[src/rtl/pf_pkg.sv]
package pf_pkg;
    localparam int DATA_W     = 8;
    localparam int NIB_W      = 4;
    localparam int PF_PIX     = NIB_W + 2 * DATA_W;
    localparam int PIX_CLKS   = 4;
    localparam int HALF_CLKS  = PF_PIX * PIX_CLKS;
    localparam int LINE_CLKS  = 2 * HALF_CLKS;
    localparam int IDX_W      = $clog2(PF_PIX);
    localparam int ADDR_W     = 3;

    typedef enum logic [ADDR_W-1:0] {
        A_NIB   = 3'd0,
        A_MID   = 3'd1,
        A_HIGH  = 3'd2,
        A_CTRL  = 3'd3,
        A_FGCOL = 3'd4,
        A_BGCOL = 3'd5
    } reg_addr_e;

    typedef enum logic [1:0] {
        SEG_BLANK,
        SEG_LEFT,
        SEG_RIGHT_COPY,
        SEG_RIGHT_MIRROR
    } seg_e;
endpackage

[src/rtl/pf_regfile.sv]
module pf_regfile
    import pf_pkg::*;
(
    input  logic              clk_i,
    input  logic              rst_ni,
    input  logic              wr_en_i,
    input  logic [ADDR_W-1:0] wr_addr_i,
    input  logic [DATA_W-1:0] wr_data_i,
    output logic [PF_PIX-1:0] field_o,
    output logic              mirror_o,
    output logic [DATA_W-1:0] fg_o,
    output logic [DATA_W-1:0] bg_o
);
    logic [NIB_W-1:0]  nib_q;
    logic [DATA_W-1:0] mid_q;
    logic [DATA_W-1:0] high_q;
    logic              mirror_q;
    logic [DATA_W-1:0] fg_q;
    logic [DATA_W-1:0] bg_q;

    always_ff @(posedge clk_i or negedge rst_ni) begin
        if (!rst_ni) begin
            nib_q    <= '0;
            mid_q    <= '0;
            high_q   <= '0;
            mirror_q <= 1'b0;
            fg_q     <= '0;
            bg_q     <= '0;
        end else if (wr_en_i) begin
            case (wr_addr_i)
                A_NIB:   nib_q    <= wr_data_i[DATA_W-1 -: NIB_W];
                A_MID:   mid_q    <= wr_data_i;
                A_HIGH:  high_q   <= wr_data_i;
                A_CTRL:  mirror_q <= wr_data_i[0];
                A_FGCOL: fg_q     <= wr_data_i;
                A_BGCOL: bg_q     <= wr_data_i;
                default: ;
            endcase
        end
    end

    // Pixel order: nibble LSB first, middle byte MSB first, high byte LSB first.
    for (genvar i = 0; i < NIB_W; i++) begin : g_nib
        assign field_o[i] = nib_q[i];
    end
    for (genvar i = 0; i < DATA_W; i++) begin : g_bytes
        assign field_o[NIB_W + i]          = mid_q[DATA_W-1-i];
        assign field_o[NIB_W + DATA_W + i] = high_q[i];
    end

    assign mirror_o = mirror_q;
    assign fg_o     = fg_q;
    assign bg_o     = bg_q;
endmodule

[src/rtl/pf_locator.sv]
module pf_locator
    import pf_pkg::*;
#(
    parameter int COL_W = 8
) (
    input  logic [COL_W-1:0] col_i,
    input  logic             vis_i,
    input  logic             mirror_i,
    output seg_e             seg_o,
    output logic [IDX_W-1:0] idx_o
);
    localparam int               PIX_SH = $clog2(PIX_CLKS);
    localparam logic [COL_W-1:0] HALF_C = COL_W'(HALF_CLKS);
    localparam logic [COL_W-1:0] LINE_C = COL_W'(LINE_CLKS);
    localparam logic [COL_W-1:0] PIX_C  = COL_W'(PF_PIX);
    localparam logic [COL_W-1:0] WRAP_C = COL_W'(2 * PF_PIX - 1);

    logic [COL_W-1:0] quo;
    assign quo = col_i >> PIX_SH;

    // Segment selection.
    always_comb begin
        if (!vis_i || col_i >= LINE_C)
            seg_o = SEG_BLANK;
        else if (col_i < HALF_C)
            seg_o = SEG_LEFT;
        else if (mirror_i)
            seg_o = SEG_RIGHT_MIRROR;
        else
            seg_o = SEG_RIGHT_COPY;
    end

    // Pixel index per segment.
    always_comb begin
        idx_o = '0;
        unique case (seg_o)
            SEG_BLANK:        idx_o = '0;
            SEG_LEFT:         idx_o = IDX_W'(quo);
            SEG_RIGHT_COPY:   idx_o = IDX_W'(quo - PIX_C);
            SEG_RIGHT_MIRROR: idx_o = IDX_W'(WRAP_C - quo);
        endcase
    end
endmodule

[src/rtl/pf_pixel_mux.sv]
module pf_pixel_mux
    import pf_pkg::*;
(
    input  logic [PF_PIX-1:0] field_i,
    input  seg_e              seg_i,
    input  logic [IDX_W-1:0]  idx_i,
    input  logic [DATA_W-1:0] fg_i,
    input  logic [DATA_W-1:0] bg_i,
    output logic              hit_o,
    output logic [DATA_W-1:0] colour_o
);
    always_comb begin
        hit_o = 1'b0;
        unique case (seg_i)
            SEG_BLANK:                                   hit_o = 1'b0;
            SEG_LEFT, SEG_RIGHT_COPY, SEG_RIGHT_MIRROR:  hit_o = field_i[idx_i];
        endcase
        colour_o = hit_o ? fg_i : bg_i;
    end
endmodule

[src/rtl/pf_raster_gen.sv]
module pf_raster_gen
    import pf_pkg::*;
#(
    parameter int COL_W = 8
) (
    input  logic              clk_i,
    input  logic              rst_ni,
    input  logic              wr_en_i,
    input  logic [2:0]        wr_addr_i,
    input  logic [7:0]        wr_data_i,
    input  logic [COL_W-1:0]  col_i,
    input  logic              vis_i,
    output logic              pf_hit_o,
    output logic [7:0]        colour_o
);
    logic [PF_PIX-1:0] pf_field;
    logic              mirror_en;
    logic [DATA_W-1:0] fg_colour;
    logic [DATA_W-1:0] bg_colour;
    seg_e              seg;
    logic [IDX_W-1:0]  pix_idx;

    pf_regfile u_regs (
        .clk_i     (clk_i),
        .rst_ni    (rst_ni),
        .wr_en_i   (wr_en_i),
        .wr_addr_i (wr_addr_i),
        .wr_data_i (wr_data_i),
        .field_o   (pf_field),
        .mirror_o  (mirror_en),
        .fg_o      (fg_colour),
        .bg_o      (bg_colour)
    );

    pf_locator #(.COL_W(COL_W)) u_loc (
        .col_i    (col_i),
        .vis_i    (vis_i),
        .mirror_i (mirror_en),
        .seg_o    (seg),
        .idx_o    (pix_idx)
    );

    pf_pixel_mux u_mux (
        .field_i  (pf_field),
        .seg_i    (seg),
        .idx_i    (pix_idx),
        .fg_i     (fg_colour),
        .bg_i     (bg_colour),
        .hit_o    (pf_hit_o),
        .colour_o (colour_o)
    );
endmodule

[config.mk]
export PLATFORM = sky130hd
export DESIGN_NAME = pf_raster_gen
export DESIGN_NICKNAME = d
export VERILOG_FILES = /design/src/rtl/pf_pkg.sv /design/src/rtl/pf_regfile.sv /design/src/rtl/pf_locator.sv /design/src/rtl/pf_pixel_mux.sv /design/src/rtl/pf_raster_gen.sv
export SDC_FILE = /design/constraint.sdc
export NUM_CORES = 1
export LEC_CHECK = 0
export BUFFER_PORTS_ARGS = -buffer_cell sky130_fd_sc_hd__buf_2
export CORE_MARGIN = 2
export CORE_UTILIZATION = 30
export DETAILED_ROUTE_END_ITERATION = 6
export SLEW_MARGIN = 20
export SYNTH_ARGS = -nofsm -noshare
export SYNTH_HDL_FRONTEND = slang
export SYNTH_SLANG_ARGS = --single-unit
[constraint.sdc]
create_clock -name clk_i -period 3.14 [get_ports clk_i]
set_input_delay 0.157 -clock clk_i [delete_from_list [all_inputs] [get_ports clk_i]]
set_output_delay 0.157 -clock clk_i [all_outputs]
set_load 0.01 [all_outputs]
[After elaboration in Yosys (flattened, before gate mapping)]
Cells that the tools add are included.
Storage, ports and cells
  bits in registers: 37
  bits of input ports: 23
  output and inout port bits: 9
  word-level logic and storage cells: 38
Operators by class
  add/sub/neg operators: 2
  order comparisons: 3
  equality and inequality tests: 8
  multiplexer cells: 8
  reductions and logical operators: 11
Operator list (count)
  $pmux W5 S4: 1
  $reduce_and A2 Y1: 6
  $ge A8 B8 Y1 const B: 1
  $lt A8 B7 Y1 const B: 1
  $mux W8: 1
  $eq A3 B2 Y1 const B: 2
  $eq A3 B3 Y1 const B: 2
  $lt A5 B6 Y1 const B: 1
  $bmux W1 S5: 1
  $sub A3 B5 Y5 const A: 1
  $sub A5 B5 Y5 const B: 1
  $eq A2 B2 Y1 const B: 2
  $mux W2: 2
  $eq A3 B1 Y1 const B: 1
  $logic_not A3 Y1: 1
  $reduce_or A3 Y1: 1
  $eq A2 B1 Y1 const B: 1
  $logic_not A2 Y1: 1
  $mux W1: 2
  $pmux W1 S2: 1
  $logic_not A1 Y1: 1
  $logic_or A1 B1 Y1: 1

[Logic depth before layout (Yosys ltp)]
  word-level depth: 9
  depth in mapped cells: 11
  depth with buffers taken out: 10

[Cells and area by module]
From an unflattened synthesis, not the netlist that was laid out.
Second synthesis, totals
  cell total of the unflattened synthesis: 188
  area, all modules: 2333.5 um^2
Modules (own cells, without submodules)
  pf_regfile: times used 1, cells each 83, area each 1461.4 um^2, seq. area each 925.9 um^2
  pf_pixel_mux: times used 1, cells each 71, area each 631.9 um^2, seq. area each 0.0 um^2
  pf_locator: times used 1, cells each 34, area each 240.2 um^2, seq. area each 0.0 um^2

[Worst setup path before layout]
Ideal clock, no wire load.
  kind: input to output
  from: input port col_i[5]
  to: output port colour_o[0]
  data arrival time: 2.241 ns
  data required time: 2.983 ns
  setup slack: 0.742 ns
  stages on the path: 11
  buffers on the path: 1
  path through: inv_1 ha_1 and2b_4 o21ai_1 and2_1 mux2i_1 nand2_1 a2111oi_0 nand4bb_1 buf_6 mux2_4
Between the ends
  word-level cells in the longest chain between the ends: 9
  elaborated cells on any way between the ends: 17
  classes of those cells: add/sub (2); order compare (2); eq/ne (3); mux (7); reduce/logical (3)
RTL lines
  from (decl): line pf_raster_gen.sv:11  | input logic [COL_W-1:0] col_i,
  $lt A8 B7 Y1 or $ge A8 B8 Y1 (tied branches): line pf_locator.sv:25, pf_locator.sv:23
  $mux W2 or $logic_or A1 B1 Y1 (tied branches): line pf_locator.sv:25, pf_locator.sv:23
  $mux W2: line pf_locator.sv:23  | if (!vis_i || col_i >= LINE_C)
  $eq A2 B2 Y1 (tied with other cells): line pf_locator.sv:36, pf_pixel_mux.sv:14
  $pmux W5 S4: line pf_locator.sv:36  | unique case (seg_o)
  $bmux W1 S5: line pf_pixel_mux.sv:16  | SEG_LEFT, SEG_RIGHT_COPY, SEG_RIGHT_MIRROR: hit_o = field_i[idx_i];
  $mux W1 (implied by the code): line pf_pixel_mux.sv:16
  $pmux W1 S2 *: line pf_pixel_mux.sv:14  | unique case (seg_i)
  $mux W8 *: line pf_pixel_mux.sv:18  | colour_o = hit_o ? fg_i : bg_i;
  to (decl): line pf_raster_gen.sv:14  | output logic [7:0] colour_o
Mark *: on every way between the ends. The rest lies on a longest branch, timed or not. The select of a mux whose other input is x is not followed.

[Worst setup path after layout]
  from: register u_regs.mirror_q, in the netlist u_regs.mirror_o
  to: output port colour_o[0]
Between the ends
  word-level cells in the longest chain between the ends: 9
  elaborated cells on any way between the ends: 13
  classes of those cells: eq/ne (3); mux (8); reduce/logical (2)
RTL lines
  from (decl): line pf_regfile.sv:17  | logic mirror_q;
  from (signal assigned): line pf_regfile.sv:34  | A_CTRL: mirror_q <= wr_data_i[0];
  $mux W1 *: line pf_locator.sv:27  | else if (mirror_i)
  $mux W2 *: line pf_locator.sv:25  | else if (col_i < HALF_C)
  $mux W2 *: line pf_locator.sv:23
  $eq A2 B2 Y1 (tied with other cells): line pf_locator.sv:36, pf_pixel_mux.sv:14
  $pmux W5 S4: line pf_locator.sv:36
  $bmux W1 S5: line pf_pixel_mux.sv:16
  $mux W1 (implied by the code): line pf_pixel_mux.sv:16
  $pmux W1 S2 *: line pf_pixel_mux.sv:14
  $mux W8 *: line pf_pixel_mux.sv:18
Marked as above.

==> results.sh <==
export IMPL_status="complete, no violations"
export IMPL_overflow=0
export IMPL_final_instance_count_excl_fillers=317
export IMPL_synthToLayoutAreaGrowth_pct=19.7
export IMPL_drv_max_cap_violation_count=0
export IMPL_syn_cell_area_mm2=0.00211
export IMPL_synthFlopType="dfrtp_1"
export IMPL_multi_input_comb_area_mm2=0.00114
export IMPL_cts_root_buffer="clkbuf_8"
export IMPL_end_kind="output port"
export IMPL_detailedPlace_worstSlack_ns=0.0826
export IMPL_synthesis_instances=178
export IMPL_cts_buffer_depth=2
export IMPL_h_tree_depth=2
export IMPL_globalRouteMet3Util_pct=2.73
export IMPL_cts_tree="yes"
export IMPL_row_count=30
export IMPL_dr_total_vias=1550
export IMPL_initial_core_util_pct=31.0
export IMPL_synth_area_top_cells="dfrtp_1, mux2_2, mux2_4"
export IMPL_ir_worst_vdd_uv=318
export IMPL_final_wtd_congestion=0.886
export IMPL_clock_sinks=37
export IMPL_total_leakage_power_nw=1.10
export IMPL_swShare_pct=29.5
export IMPL_finalHoldViolCount=0
export IMPL_max_freq_ghz=0.336
export IMPL_synthDominantAreaCellType="dfrtp_1"
export IMPL_dieArea_mm2=0.00771
export IMPL_max_slew_margin_pct=45.4
export IMPL_fin_area_mm2=0.00252
export IMPL_clkLatencyLatePin_ns=0.29
export IMPL_finalNetCount=245
export IMPL_design_power_total_mw=1.36
export IMPL_min_from="wr_data_i[1]"
export IMPL_drc_errors=0
export IMPL_timing_rr_start="u_regs.mirror_o"
export IMPL_synthArstFlopShare_pct=100
export IMPL_yosysWarnings=0
export IMPL_netlist_area_leader_share_pct=43.9
export IMPL_synth_enable_flop_cells=0
export IMPL_detailedRoute_firstPassIterationCount=4
export IMPL_syn_area_per_cell_um2=11.8
export IMPL_syn_nets=203
export IMPL_clock_transition_at_the_registers_of_the_reported_paths_ns=0.07
export IMPL_drive_gt1_share_pct=47.1
export IMPL_detail_route_iter0_violations=63
export IMPL_clkPwrFrac_pct=23.1
export IMPL_layout_filler_cells=676
export IMPL_fin_worst_skew_ns=0
export IMPL_coreArea_mm2=0.00679
export IMPL_grt_use_met2_pct=19.4
export IMPL_grt_busiest_layer="met2"
export IMPL_floorplan_die_height_um=87.8
export IMPL_netlist_top_cells_count="dfrtp_1, mux2_2, mux2_4, nand2_1, o21ai_0"
export IMPL_power_per_cell_area_mw_per_mm2=540
export IMPL_worst_setup_path_type="reg -> out"
export IMPL_post_route_min_period_ns=2.98
export IMPL_grt_max_degree=38
export IMPL_report_final_setup_viol=0
export IMPL_floorplan_die_width_um=87.8
export IMPL_power_frac_seq_pct=47.2
export IMPL_detail_route_wl_per_cell_um=14.7
export IMPL_dp_cells=305
export IMPL_power_switching_uw=402
export IMPL_synthMostInstantiatedCell="dfrtp_1"
export IMPL_worstPathArrival_ns=2.82
export IMPL_drt_wl_total_mm=4.67
export IMPL_gr_usage_met1_pct=17.9
export IMPL_regArea_um2=927
export IMPL_buffer_ports_inserted=31
export IMPL_residual_antenna_violating_net_count_after_detailed_routing=0
export IMPL_post_route_setup_slack_ns=0.164
export IMPL_setup_worst_path_start_class="register"
export IMPL_ys_seq_elements=37
export IMPL_tightest_slew_ns=0.818
export IMPL_grt_use_total_pct=12.8
export IMPL_antenna_cells_inserted=0
export IMPL_number_of_global_route_vias_before_repair=1465
export IMPL_final_max_slew_viol_count=0
export IMPL_grt_first_pass_wirelength_mm=7.48
export IMPL_min_delay_path_class="in -> reg"
export IMPL_netlist_cell_type_count=45
export IMPL_worst_endpoint_required_ns=2.98
export IMPL_post_synthesis_sequential_area_ratio_pct=43.9
export IMPL_post_drt_via_cell_ratio=4.89
export IMPL_grt_antenna_before_repair=0
export IMPL_p_int_uw=961
export IMPL_critPathLaunch="u_regs.mirror_o"
export IMPL_dp_final_hpwl_mm=3.37
export IMPL_timing_critical_path_fanout_max=9
export IMPL_share_of_the_clock_period_used_by_the_worst_path_pct=94.8
export IMPL_cts_inserted_buffers=5
export IMPL_dpl_cell_area_mm2=0.00239
export IMPL_setup_slack_on_the_worst_flop_to_flop_path_ns=2.29
export IMPL_setup_tns_final_ns=0
export IMPL_share_comb_of_total_power_pct=29.7
export IMPL_io_pins=32
[placed cells by master (no fill, tap or decap), types with 5 or more instances in the layout]
cell type  synthesis  routed
a21oi_1            5       5
buf_2              1      31
buf_4              0       9
clkbuf_8           0       5
dfrtp_1           37      36
inv_1              5       5
mux2_2            36      36
mux2_4             8       8
nand2_1            8       8
nor3_1             5       5
o21ai_0            6       6
[metrics by stage]
step	utilization (%)	hold slack, ns
after global routing	37.1	0.157
after detailed placement	35.2	0.300
after global placement	35.2	0.296
after floorplan	-	-0.139
final	37.1	0.136
after CTS	36.5	0.138
[critical path, stage by stage (launching register included)]
cell       delay [ns]
dfrtp_2          0.44
nand3b_1         0.16
nand3_1          0.18
and2_2           0.22
mux2i_1          0.20
nand2_1          0.09
a2111oi_2        0.36
nand4bb_1        0.18
buf_4            0.23
mux2_4           0.32
buf_2            0.14
[worst paths after layout]
| kind | end | depth (start not counted) |
|---|---|---|
| setup reg to reg | u_regs.mirror_o | 1 |
| setup / recovery | colour_o[0] | 10 |
| max in group asynchronous | u_regs.mirror_o | 2 |
| min in group asynchronous | u_regs.bg_o[1] | 2 |
| hold reg to reg | u_regs.nib_q[2] | 1 |
| hold / removal | u_regs.mid_q[1] | 3 |
[final cells by class]
cell class | instances | share of cell area (%)
clock inverters | 2 | 0.397
well taps | 96 | 4.76
clock buffers | 6 | 2.88
inverters | 5 | 0.744
multi-input cells | 130 | 45.2
repair buffers | 41 | 9.23
flip-flops and latches | 37 | 36.8
[cell families (layout without fill, tap and decap cells)]
| logic type | after synthesis | in the layout | synth area share [%] |
|---|---|---|---|
| adder cells (fa/ha/maj) | 2 | 2 | 1.19 |
| AND/OR/NAND/NOR | 43 | 43 | 12.6 |
| flip-flops | 37 | 37 | 43.9 |
| buffers and inverters | 11 | 54 | 2.73 |
| AO/OA/AOI/OAI | 37 | 37 | 12.6 |
| multiplexers | 48 | 48 | 26.8 |
[repair_timing]
action	CTS	global route
endpoints found under the hold margin	37	0
buffers inserted	0	3
hold buffers	1	0
resized for setup	1	6
setup endpoints to repair	8	8
[registers in the layout, indices dropped and copies added (netlist names)]
name	cells
u_regs.bg_o	8
u_regs.fg_o	8
u_regs.high_q	8
u_regs.mid_q	8
u_regs.mirror_o	1
u_regs.nib_q	4
[power groups by stage]
stage / logic, mW / clock network [mW] / registers [mW]
after floorplan: 0.287 / 0 / 0.626
after global placement: 0.378 / 0 / 0.652
after detailed placement: 0.381 / 0 / 0.655
after CTS: 0.385 / 0.327 / 0.647
after global routing: 0.444 / 0.347 / 0.655
final: 0.405 / 0.315 / 0.643
[layer usage]
layer | up-vias | wire [um]
met1 | 761 | 2310
met4 | 0 | 74
met5 | - | 0
li1 | 753 | -
met3 | 6 | 186
met2 | 30 | 2100
(Power assumes the default switching activity.)
